File: src/rtl/line_timing_pkg.sv
`timescale 1ns/1ps
package line_timing_pkg;

    localparam int unsigned LT_CW       = 11;
    localparam int unsigned LT_AUX_DLY  = 34;
    localparam int unsigned LT_AUX_WID  = 32;

    typedef enum logic {
        WIN_HI = 1'b0,
        WIN_LO = 1'b1
    } win_state_e;

    typedef enum logic [1:0] {
        AUX_IDLE = 2'd0,
        AUX_WAIT = 2'd1,
        AUX_LOW  = 2'd2
    } aux_state_e;

endpackage

File: src/rtl/line_div_counter.sv
`timescale 1ns/1ps
module line_div_counter #(
    parameter int unsigned CW = line_timing_pkg::LT_CW
) (
    input  logic          clk,
    input  logic          rst_n,
    input  logic          hsync_in,
    input  logic          hsync_pol,
    input  logic          hreset_dis,
    input  logic [CW-1:0] ratio_m1,
    output logic [CW-1:0] cnt,
    output logic          restart,
    output logic          phase_out
);

    localparam logic [CW-1:0] ONE = CW'(1);

    logic          hs_now_q;
    logic          hs_old_q;
    logic [CW-1:0] cnt_q;
    logic [CW-1:0] half_lim;

    // Normalise the pin so that 1 always means "active".
    always_ff @(posedge clk or negedge rst_n) begin
        if (!rst_n) begin
            hs_now_q <= 1'b0;
            hs_old_q <= 1'b0;
        end else begin
            hs_now_q <= (hsync_in == hsync_pol);
            hs_old_q <= hs_now_q;
        end
    end

    assign restart = hs_now_q && !hs_old_q && !hreset_dis;

    always_ff @(posedge clk or negedge rst_n) begin
        if (!rst_n) begin
            cnt_q <= '0;
        end else if (restart) begin
            cnt_q <= '0;
        end else if (cnt_q >= ratio_m1) begin
            cnt_q <= '0;
        end else begin
            cnt_q <= cnt_q + ONE;
        end
    end

    assign half_lim  = {1'b0, ratio_m1[CW-1:1]};
    assign phase_out = (cnt_q <= half_lim);
    assign cnt       = cnt_q;

endmodule

File: src/rtl/line_window_fsm.sv
`timescale 1ns/1ps
module line_window_fsm
    import line_timing_pkg::*;
#(
    parameter int unsigned CW = LT_CW
) (
    input  logic          clk,
    input  logic          rst_n,
    input  logic [CW-1:0] cnt,
    input  logic [CW-1:0] win_fall,
    input  logic [CW-1:0] win_rise,
    output logic          win_out,
    output logic          fall_go
);

    win_state_e state_q;
    win_state_e state_d;
    logic       hit_fall;
    logic       hit_rise;
    logic       pos_equal;

    assign hit_fall  = (cnt[CW-1:1] == win_fall[CW-1:1]);
    assign hit_rise  = (cnt[CW-1:1] == win_rise[CW-1:1]);
    assign pos_equal = (win_fall[CW-1:1] == win_rise[CW-1:1]);

    always_comb begin
        state_d = state_q;
        if (pos_equal) begin
            state_d = WIN_HI;
        end else begin
            unique case (state_q)
                WIN_HI: if (hit_fall) state_d = WIN_LO;
                WIN_LO: if (hit_rise) state_d = WIN_HI;
                default: state_d = WIN_HI;
            endcase
        end
    end

    always_ff @(posedge clk or negedge rst_n) begin
        if (!rst_n) begin
            state_q <= WIN_HI;
        end else begin
            state_q <= state_d;
        end
    end

    always_comb begin
        win_out = (state_q == WIN_HI);
        fall_go = (state_q == WIN_HI) && (state_d == WIN_LO);
    end

endmodule

File: src/rtl/line_aux_fsm.sv
`timescale 1ns/1ps
module line_aux_fsm
    import line_timing_pkg::*;
#(
    parameter int unsigned DLY = LT_AUX_DLY,
    parameter int unsigned WID = LT_AUX_WID
) (
    input  logic clk,
    input  logic rst_n,
    input  logic fall_go,
    input  logic vsync_in,
    input  logic vsync_pol,
    output logic aux_h_n,
    output logic aux_v_n
);

    localparam int unsigned MAXC = (DLY > WID) ? DLY : WID;
    localparam int unsigned TW   = $clog2(MAXC + 1);
    localparam logic [TW-1:0] DLY_LAST = TW'(DLY - 1);
    localparam logic [TW-1:0] WID_LAST = TW'(WID - 1);
    localparam logic [TW-1:0] ONE      = TW'(1);

    aux_state_e     state_q;
    aux_state_e     state_d;
    logic [TW-1:0]  tick_q;
    logic           av_q;

    always_comb begin
        state_d = state_q;
        unique case (state_q)
            AUX_IDLE: if (fall_go)            state_d = AUX_WAIT;
            AUX_WAIT: if (tick_q == DLY_LAST) state_d = AUX_LOW;
            AUX_LOW:  if (tick_q == WID_LAST) state_d = AUX_IDLE;
            default:                          state_d = AUX_IDLE;
        endcase
    end

    always_ff @(posedge clk or negedge rst_n) begin
        if (!rst_n) begin
            state_q <= AUX_IDLE;
            tick_q  <= '0;
            av_q    <= 1'b1;
        end else begin
            state_q <= state_d;
            if (state_d != state_q || state_d == AUX_IDLE) begin
                tick_q <= '0;
            end else begin
                tick_q <= tick_q + ONE;
            end
            if (state_q == AUX_WAIT && state_d == AUX_LOW) begin
                av_q <= !(vsync_in == vsync_pol);
            end
        end
    end

    always_comb begin
        aux_h_n = (state_q != AUX_LOW);
        aux_v_n = av_q;
    end

endmodule

File: src/rtl/line_timing_gen.sv
`timescale 1ns/1ps
module line_timing_gen
    import line_timing_pkg::*;
#(
    parameter int unsigned CW      = LT_CW,
    parameter int unsigned AUX_DLY = LT_AUX_DLY,
    parameter int unsigned AUX_WID = LT_AUX_WID
) (
    input  logic          clk,
    input  logic          rst_n,
    input  logic          hsync_in,
    input  logic          vsync_in,
    input  logic          hsync_pol,
    input  logic          vsync_pol,
    input  logic          hreset_dis,
    input  logic [CW-1:0] ratio_m1,
    input  logic [CW-1:0] win_fall,
    input  logic [CW-1:0] win_rise,
    output logic          phase_out,
    output logic          win_out,
    output logic          aux_h_n,
    output logic          aux_v_n
);

    logic [CW-1:0] cnt_w;
    logic          restart_w;
    logic          fall_go_w;

    line_div_counter #(.CW(CW)) u_div (
        .clk        (clk),
        .rst_n      (rst_n),
        .hsync_in   (hsync_in),
        .hsync_pol  (hsync_pol),
        .hreset_dis (hreset_dis),
        .ratio_m1   (ratio_m1),
        .cnt        (cnt_w),
        .restart    (restart_w),
        .phase_out  (phase_out)
    );

    line_window_fsm #(.CW(CW)) u_win (
        .clk      (clk),
        .rst_n    (rst_n),
        .cnt      (cnt_w),
        .win_fall (win_fall),
        .win_rise (win_rise),
        .win_out  (win_out),
        .fall_go  (fall_go_w)
    );

    line_aux_fsm #(.DLY(AUX_DLY), .WID(AUX_WID)) u_aux (
        .clk       (clk),
        .rst_n     (rst_n),
        .fall_go   (fall_go_w),
        .vsync_in  (vsync_in),
        .vsync_pol (vsync_pol),
        .aux_h_n   (aux_h_n),
        .aux_v_n   (aux_v_n)
    );

endmodule

File: config.mk
export PLATFORM = sky130hd
export DESIGN_NAME = line_timing_gen
export DESIGN_NICKNAME = d
export VERILOG_FILES = /design/src/rtl/line_timing_pkg.sv /design/src/rtl/line_div_counter.sv /design/src/rtl/line_window_fsm.sv /design/src/rtl/line_aux_fsm.sv /design/src/rtl/line_timing_gen.sv
export SDC_FILE = /design/constraint.sdc
export NUM_CORES = 1
export LEC_CHECK = 0
export BUFFER_PORTS_ARGS = -buffer_cell sky130_fd_sc_hd__buf_4
export CAP_MARGIN = 20
export CORE_UTILIZATION = 40
export CTS_BUF_LIST = sky130_fd_sc_hd__clkbuf_8 sky130_fd_sc_hd__clkbuf_16
export CTS_CLUSTER_DIAMETER = 50
export DETAILED_ROUTE_END_ITERATION = 10
export PLACE_DENSITY = 0.73
export SETUP_SLACK_MARGIN = 0.15
export SLEW_MARGIN = 25
export SYNTH_ARGS = -nofsm -noshare
export SYNTH_HDL_FRONTEND = slang
export SYNTH_SLANG_ARGS = --single-unit
File: constraint.sdc
create_clock -name clk -period 3.54 [get_ports clk]
set_input_delay 0.708 -clock clk [delete_from_list [all_inputs] [get_ports clk]]
set_output_delay 0.708 -clock clk [all_outputs]
set_load 0.02 [all_outputs]
After elaboration in Yosys (flattened, before gate mapping)
Cells that the tools add are included.
- word-level logic and storage cells: 45
- output and inout port bits: 4
- input port bits: 40
- register bits: 23
- equality and inequality tests: 12
- $lt $le $gt $ge: 2
- bitwise operators: 1
- reductions and logical operators: 10
- mux-type cells: 11
- add/subtract/negate cells: 2
- operators with widths (cell ; number):
    10-bit equality test ; 3
    11-bit two-way mux ; 2
    11-bit by 1-bit adder with 11-bit output (second input constant) ; 1
    11-bit greater-or-equal comparator ; 1
    11-bit by 10-bit <= comparator with 1-bit output ; 1
    6-bit by 1-bit adder with 6-bit output (second input constant) ; 1
    6-bit by 5-bit equality test with 1-bit output (second input constant) ; 1
    6-bit equality test (second input constant) ; 1
    2-bit two-way mux ; 3
    6-bit two-way mux ; 1
    2-bit one-hot mux with 3 select lines ; 1
    2-bit equality test (second input constant) ; 2
    1-bit logical AND ; 4
    2-bit logical NOT ; 2
    1-bit logical NOT ; 3
    1-bit two-way mux ; 3
    1-bit equality test ; 2
    2-bit by 1-bit equality test with 1-bit output (second input constant) ; 1
    2-bit inequality test ; 1
    2-bit inequality test (second input constant) ; 1
    1-bit one-hot mux with 2 select lines ; 1
    1-bit logical OR ; 1
    1-bit inverter ; 1

Longest topological paths before layout
Gate-level depths: netlist of run 1.
- depth after elaboration: 10
- depth in mapped cells: 7

Modules after synthesis
A second synthesis of run 1 with hierarchy kept.
- cells, all modules: 196
- area, all modules: 1879.3 um2
- by module, submodules not included (module ; seq. area each (um2) ; instances ; cells each ; area each (um2)):
    line_div_counter ; 325.3 ; 1 ; 113 ; 1054.8
    line_aux_fsm ; 226.5 ; 1 ; 39 ; 454.2
    line_window_fsm ; 25.0 ; 1 ; 44 ; 370.4

Worst setup path before layout of run 1
No wires, ideal clock.
- path type: input port to output port
- from: input port ratio_m1[7]
- to: output port phase_out
- data arrival time: 1.872 ns
- cell stages on the path: 6
- data required time: 2.832 ns
- slack: 0.960 ns
- path through: inv_1 > ha_1 > a211o_1 > a21oi_1 > a31oi_1 > o22ai_1
- word-level cells in the longest chain between the ends: 1
- ends and longest elaborated chain (item ; RTL line ; RTL):
    start: declaration ; line_timing_gen.sv:16 ; input logic [CW-1:0] ratio_m1,
    11-bit by 10-bit <= comparator with 1-bit output ; line_div_counter.sv:49 ; assign phase_out = (cnt_q <= half_lim);
    end: declaration ; line_timing_gen.sv:19 ; output logic phase_out,
Every way passes these cells.

Worst setup path after layout of run 1
- from: register u_div.cnt_q[6], in the netlist u_div.cnt[6]
- to: output port phase_out
- word-level cells in the longest chain between the ends: 1
- ends and longest elaborated chain (item ; RTL line ; RTL):
    start: declaration ; line_div_counter.sv:20 ; logic [CW-1:0] cnt_q;
    start signal: assignment ; line_div_counter.sv:44 ; cnt_q <= cnt_q + ONE;
    11-bit by 10-bit <= comparator with 1-bit output ; line_div_counter.sv:49 ;
Every way passes these cells.

==> results of run 1 <==
-- cell type report --
class,count,share of cell area [%]
tap,67,3.45
clock inverter,1,0.154
timing repair buffer,42,13.0
clock buffer,3,1.70
inverter,13,2.01
multi-input combinational,162,56.0
sequential,23,23.7
-- synthesized netlist by cell type, types with 2 or more instances --
master,number
nor3_1,5
a21oi_1,2
o21a_1,2
ha_1,24
xnor2_1,29
nand3_1,7
buf_6,4
dfrtp_1,22
a21oi_2,10
nand2_1,10
nor2_1,12
inv_1,13
a211o_1,2
nand4_1,8
nor4_2,2
a31oi_1,4
o22ai_1,2
a21o_1,2
xor2_2,3
nor3b_1,2
nand2b_1,3
xor2_1,13
nor4_4,2
o211ai_1,3
o31ai_1,2
buf_2,3
nor2b_1,2
-- worst paths after layout --
path | startpoint | end | slack, ns | depth (start not counted)
hold / removal | rst_n | u_div.cnt[10] | 0.32 | 1
max in group asynchronous | rst_n | u_aux.aux_v_n | 2.94 | 1
hold reg to reg | u_div.hs_now_q | u_div.hs_old_q | 0.39 | 0
setup / recovery | u_div.cnt[6] | phase_out | 0.85 | 6
min in group clk | u_div.hs_now_q | u_div.hs_old_q | 0.39 | 0
setup reg to reg | u_div.cnt[6] | u_div.cnt[1] | 1.58 | 6
-- kinds of logic after synthesis --
group / Yosys count / share of synthesized area (%)
AND/OR/NAND/NOR: 57 / 16.6
XOR/XNOR: 45 / 20.2
flip-flops: 23 / 28.0
AO/OA/AOI/OAI: 36 / 14.7
buffers and inverters: 22 / 5.83
adder cells (fa/ha/maj): 24 / 14.6
-- routing by layer --
metal  up-vias  part of all wire (%)  track usage (%)
met5         -                     0                0
met4         0                     0             1.28
met3         0                   4.2             3.57
met2        25                    48             26.6
met1       723                    48             20.3
li1        801                     -                -
-- flip-flops by register name, indices dropped and copies added (netlist names) --
| register | flops |
|---|---|
| u_aux.aux_v_n | 1 |
| u_aux.state_q | 2 |
| u_aux.tick_q | 6 |
| u_div.cnt | 11 |
| u_div.hs_now_q | 1 |
| u_div.hs_old_q | 1 |
| u_win.state_q | 1 |
-- worst register-to-register path, cell delays in order (launching register included) --
cell and delay [ns]:
dfrtp_1 0.55, ha_1 0.33, and4_4 0.22, a2111oi_4 0.27
o211ai_1 0.13, buf_4 0.22, a21boi_0 0.17
-- power by group through the flow --
stage | sequential (mW) | clock [mW] | combinational [mW]
after CTS | 0.436 | 0.162 | 0.597
after floorplan | 0.380 | 0 | 0.584
after global placement | 0.440 | 0 | 0.582
final | 0.433 | 0.162 | 0.592
after global routing | 0.445 | 0.173 | 0.664
after detailed placement | 0.441 | 0 | 0.593
-- metrics by stage --
stage | instance area [um^2] | util [%]
CTS | 2430 | 50.2
floorplan | 2060 | -
finish | 2430 | 50.2
detailed placement | 2390 | 49.2
global route | 2430 | 50.2
global placement | 2390 | 49.2
==> flow_summary.toml, run 1 <==
[outcome]
status = "completed"

[logic_synthesis]
ys_ff_latch = 23
synthTopCellsByArea = "dfrtp_1 (27%), ha_1 (15%), xnor2_1 (12%), xor2_1 (5.5%), a21oi_2 (4.3%)"
yosysSeqAreaShare_pct = 28.0
yosys.area.top_type = "dfrtp_1"
async_flop_share_pct = 100
syn-num-nets = 271
synth_edf_count = 0
syn_inst = 207
synth.avg_cell_area_um2 = 9.95
syn-cell-area_um2 = 2060
synth_top_area_share_pct = 26.7
ys.flop_type = "dfrtp_1"
synth_warnings = 0
synth_cell_type_count = 41

[setup_path]
crit_path_max_incr_delay_ns = 0.55
cp_slowest_cell = "dfrtp_1"
startpoint_type = "flop"
arrival_ns = 1.98
critPathTopFamily = "compound AO/OA/AOI/OAI gates"
crit_chain = "ha_1 -> a211o_1 -> a21oi_1 -> a31oi_1 -> o22ai_1 -> buf_4"
critPathMaxFanout = 7
cp.required_ns = 2.83
crit_type = "flop to output port"
crit_buf_inv = 1
cp-end-kind = "output port"

[route]
wl_per_cell_um = 12.6
drc = 0
wl_mm = 3.91
first_pass_iters = 4
drtIter0Drc = 33
via_per_inst = 4.98
ant_nets = 0
num_vias = 1549

[clock_tree]
clock_path_buffers = 2
cts_made_buffers = 3
cts.repair.resized = 0
clock-sinks = 23
htree_levels = 1
cts_tree = "yes"
clockRootBuffer = "clkbuf_8"
path_clk_slew_ns = 0.09
cts_setup_buffers = 0
insertion_delay_ns = 0.27
hold_buffers = 0

[hold_path]
hp-class = "input port to async pin"

[grt]
antenna_found_initial = 0
grt_pass1_wl_mm = 6.56
grt_max_degree = 24
overflow = 0
grtUsageTotal_pct = 15.4
grt_pass1_vias = 1472

[layout]
drive_gt1_share_pct = 27.5
layout_common_cells = "buf_4 (42), xnor2_1 (29), ha_1 (24), dfrtp_1 (22), inv_1 (14)"
final_common_cell = "buf_4"
layout.nets = 309
area_growth_pct = 18.1
fin_cells = 311
fillers = 472
multiInputGateArea_um2 = 1360
register_area_um2 = 577
n_antenna_cell = 0

[sta]
setup_slack_ns = 0.854
skew_ns = 0.0115
period_share_pct = 75.9
max_slew.worst_pin.slew_ns = 0.564
max_freq_ghz = 0.372
setup_viol = 0
slew_violations = 0
slew_headroom_pct = 62.3
hold_viol = 0
fin_tns_setup_ns = 0
rsz0062_at_grt = "no"
fin_crit_ns = 2.69
finalHoldWorstSlack_ns = 0.316

[power]
power_frac_clock_pct = 13.6
comb_power_share_pct = 49.9
switchingPower_mw = 0.510
p_seq_share_pct = 36.5
p_leak_nw = 1.10
vdd_drop_max_uv = 437
power.total_mw = 1.19
switching_share_pct = 43.0
p_int_mw = 0.676
power_density_nw_per_um2 = 488

[placed_design]
dp.cells = 307
io_buffers = 41
hpwl_mm = 3.25
pre_cts_slack_ns = 0.847
place_congestion = 0.881

[floorplan]
std_cell_rows = 25
die_y_um = 73.8
start_util_pct = 42.5
pin_count = 44
die_w_um = 73.8
core_area_um2 = 4850
die_area_um2 = 5440

[run]
maxCapViolations = 0
(Power assumes the default switching activity.)
==> inputs of run 2 (changes only) <==
PLACE_DENSITY = 0.75   (was 0.73)
clock period = 2.3 ns   (was 3.54 ns; I/O delays follow)
==> run 2 against run 1 <==
  * Routed wire length increased by 13%
  * Setup slack got worse by 0.74 ns
  * Highest routed layer is now met4
  * Combinational power increased by 120%
  * Global-route usage increased by 1.9 points
  * Count of clock-buffer cells in the layout unchanged
  * Core utilization increased by 3.0 points
  * Critical endpoint unchanged
  * Largest cell class unchanged
  * Clock skew decreased by 0.0060 ns
  * Sequential share of layout area decreased by 1.2 points
  * Via count increased by 8.7%
  * First-iteration DRC count increased by 100%
==> flow_summary.toml, run 2 (synthesized netlist as in run 1, its figures left out) <==
[layout]
multiInputGateArea_um2 = 1410
register_area_um2 = 582
layout_common_cells = "buf_4 (54), xnor2_1 (29), ha_1 (20), dfrtp_1 (18)"
drive_gt1_share_pct = 34.4
area_growth_pct = 25.2
fillers = 431
final_core_util_pct = 53.2
final_common_cell = "buf_4"
layout.nets = 321
n_antenna_cell = 0
largest_reg_flops = 11

[sta]
setup_viol = 0
fin_crit_ns = 2.18
period_share_pct = 94.8
max_slew.worst_pin.slew_ns = 0.559
skew_ns = 0.00555
hold_viol = 0
fin_tns_setup_ns = 0
max_freq_ghz = 0.458
rsz0062_at_grt = "yes"
slew_violations = 0
slew_headroom_pct = 62.6

[hold_path]
hp-class = "input port to async pin"

[setup_path]
critPathMaxFanout = 2
reg2reg_from = "u_div.cnt[5]"
cp-startpoint = "u_div.cnt[5]"
cp.required_ns = 1.84
cp-end-kind = "output port"
startpoint_type = "flop"
crit_type = "flop to output port"
arrival_ns = 1.72

[floorplan]
die_area_um2 = 5440
die_w_um = 73.8
std_cell_rows = 25
die_y_um = 73.8
pin_count = 44
start_util_pct = 42.5
core_area_um2 = 4850

[route]
num_vias = 1683
drtIter0Drc = 67
first_pass_iters = 4
wl_per_cell_um = 13.7
wl_mm = 4.42
via_per_inst = 5.21
drc = 0
ant_nets = 0

[placed_design]
io_buffers = 41
hpwl_mm = 3.44
place_congestion = 0.789

[clock_tree]
clock_path_buffers = 2
htree_levels = 1
clockRootBuffer = "clkbuf_8"
insertion_delay_ns = 0.27
path_clk_slew_ns = 0.08
cts_made_buffers = 3
hold_buffers = 0
clock-sinks = 23
cts_tree = "yes"

[grt]
grt_pass1_vias = 1759
grt_pass1_wl_mm = 7.24
grt_max_degree = 24
grtUsageTotal_pct = 17.3
antenna_found_initial = 0
overflow = 0

[outcome]
status = "completed"

[power]
power_density_nw_per_um2 = 831
vdd_drop_max_uv = 432
p_leak_nw = 1.16

[run]
maxCapViolations = 0
[run 2: changes by cell type in the layout (fill, tap and decap cells not counted), sizes merged]
cell,delta
buf,+12
clkinv,+1
inv,-1
[run 2: area by class of cell]
| type | count | area share [%] |
|---|---|---|
| sequential | 23 | 22.6 |
| multi-input combinational | 162 | 54.8 |
| clock buffer | 3 | 1.60 |
| tap | 67 | 3.25 |
| inverter | 13 | 1.89 |
| timing repair buffer | 54 | 15.7 |
| clock inverter | 1 | 0.194 |
[run 2: power breakdown]
group / internal (mW) / switching, mW / leakage (nW)
Combinational: 0.608 / 0.696 / 0.856
Clock: 0.121 / 0.130 / 0.0255
Sequential: 0.497 / 0.0900 / 0.273
[run 2: final timing paths]
kind | endpoint | slack (ns) | cells after the start
max | phase_out | 0.12 | 6
min | u_div.hs_now_q | 0.07 | 1
max reg2reg | u_div.cnt[1] | 0.27 | 7
min reg2reg | u_div.hs_old_q | 0.38 | 0
max in group asynchronous | u_aux.aux_v_n | 1.95 | 1
min in group clk | u_div.hs_now_q | 0.37 | 2
[run 2: layer usage]
metal / part of all wire [%] / global-route usage (%) / vias up
li1: - / - / 827
met1: 39 / 17.9 / 820
met2: 57 / 35.4 / 32
met3: 3.9 / 3.98 / 4
met4: 0.77 / 2.35 / 0
met5: 0 / 0 / -
[run 2: timing repair]
| action | in CTS | in global routing |
|---|---|---|
| resized for setup | 6 | 2 |
| pin swaps | 2 | 1 |
| setup buffers | 6 | 0 |
| endpoints found under the setup margin | 1 | 1 |
[run 2: per-stage QoR]
step                      setup slack [ns]  instance area (um^2)  std cells  power (mW)  hold WS [ns]
after floorplan                      0.216                  2060        207        1.48         0.164
after global placement               0.138                  2430        313        1.72         0.358
after detailed placement             0.114                  2430        313        1.77         0.368
after CTS                            0.124                  2550        323        2.12        0.0768
after global routing                0.0389                  2580        323        2.31        0.0918
final                                0.119                  2580        323        2.14        0.0675
[run 2: critical path: stages, from the launching register on]
cell and delay, ns:
dfrtp_1 0.44, ha_4 0.24, o21a_1 0.17, o211ai_1 0.20, a31oi_1 0.08, o22ai_1 0.17, buf_4 0.16
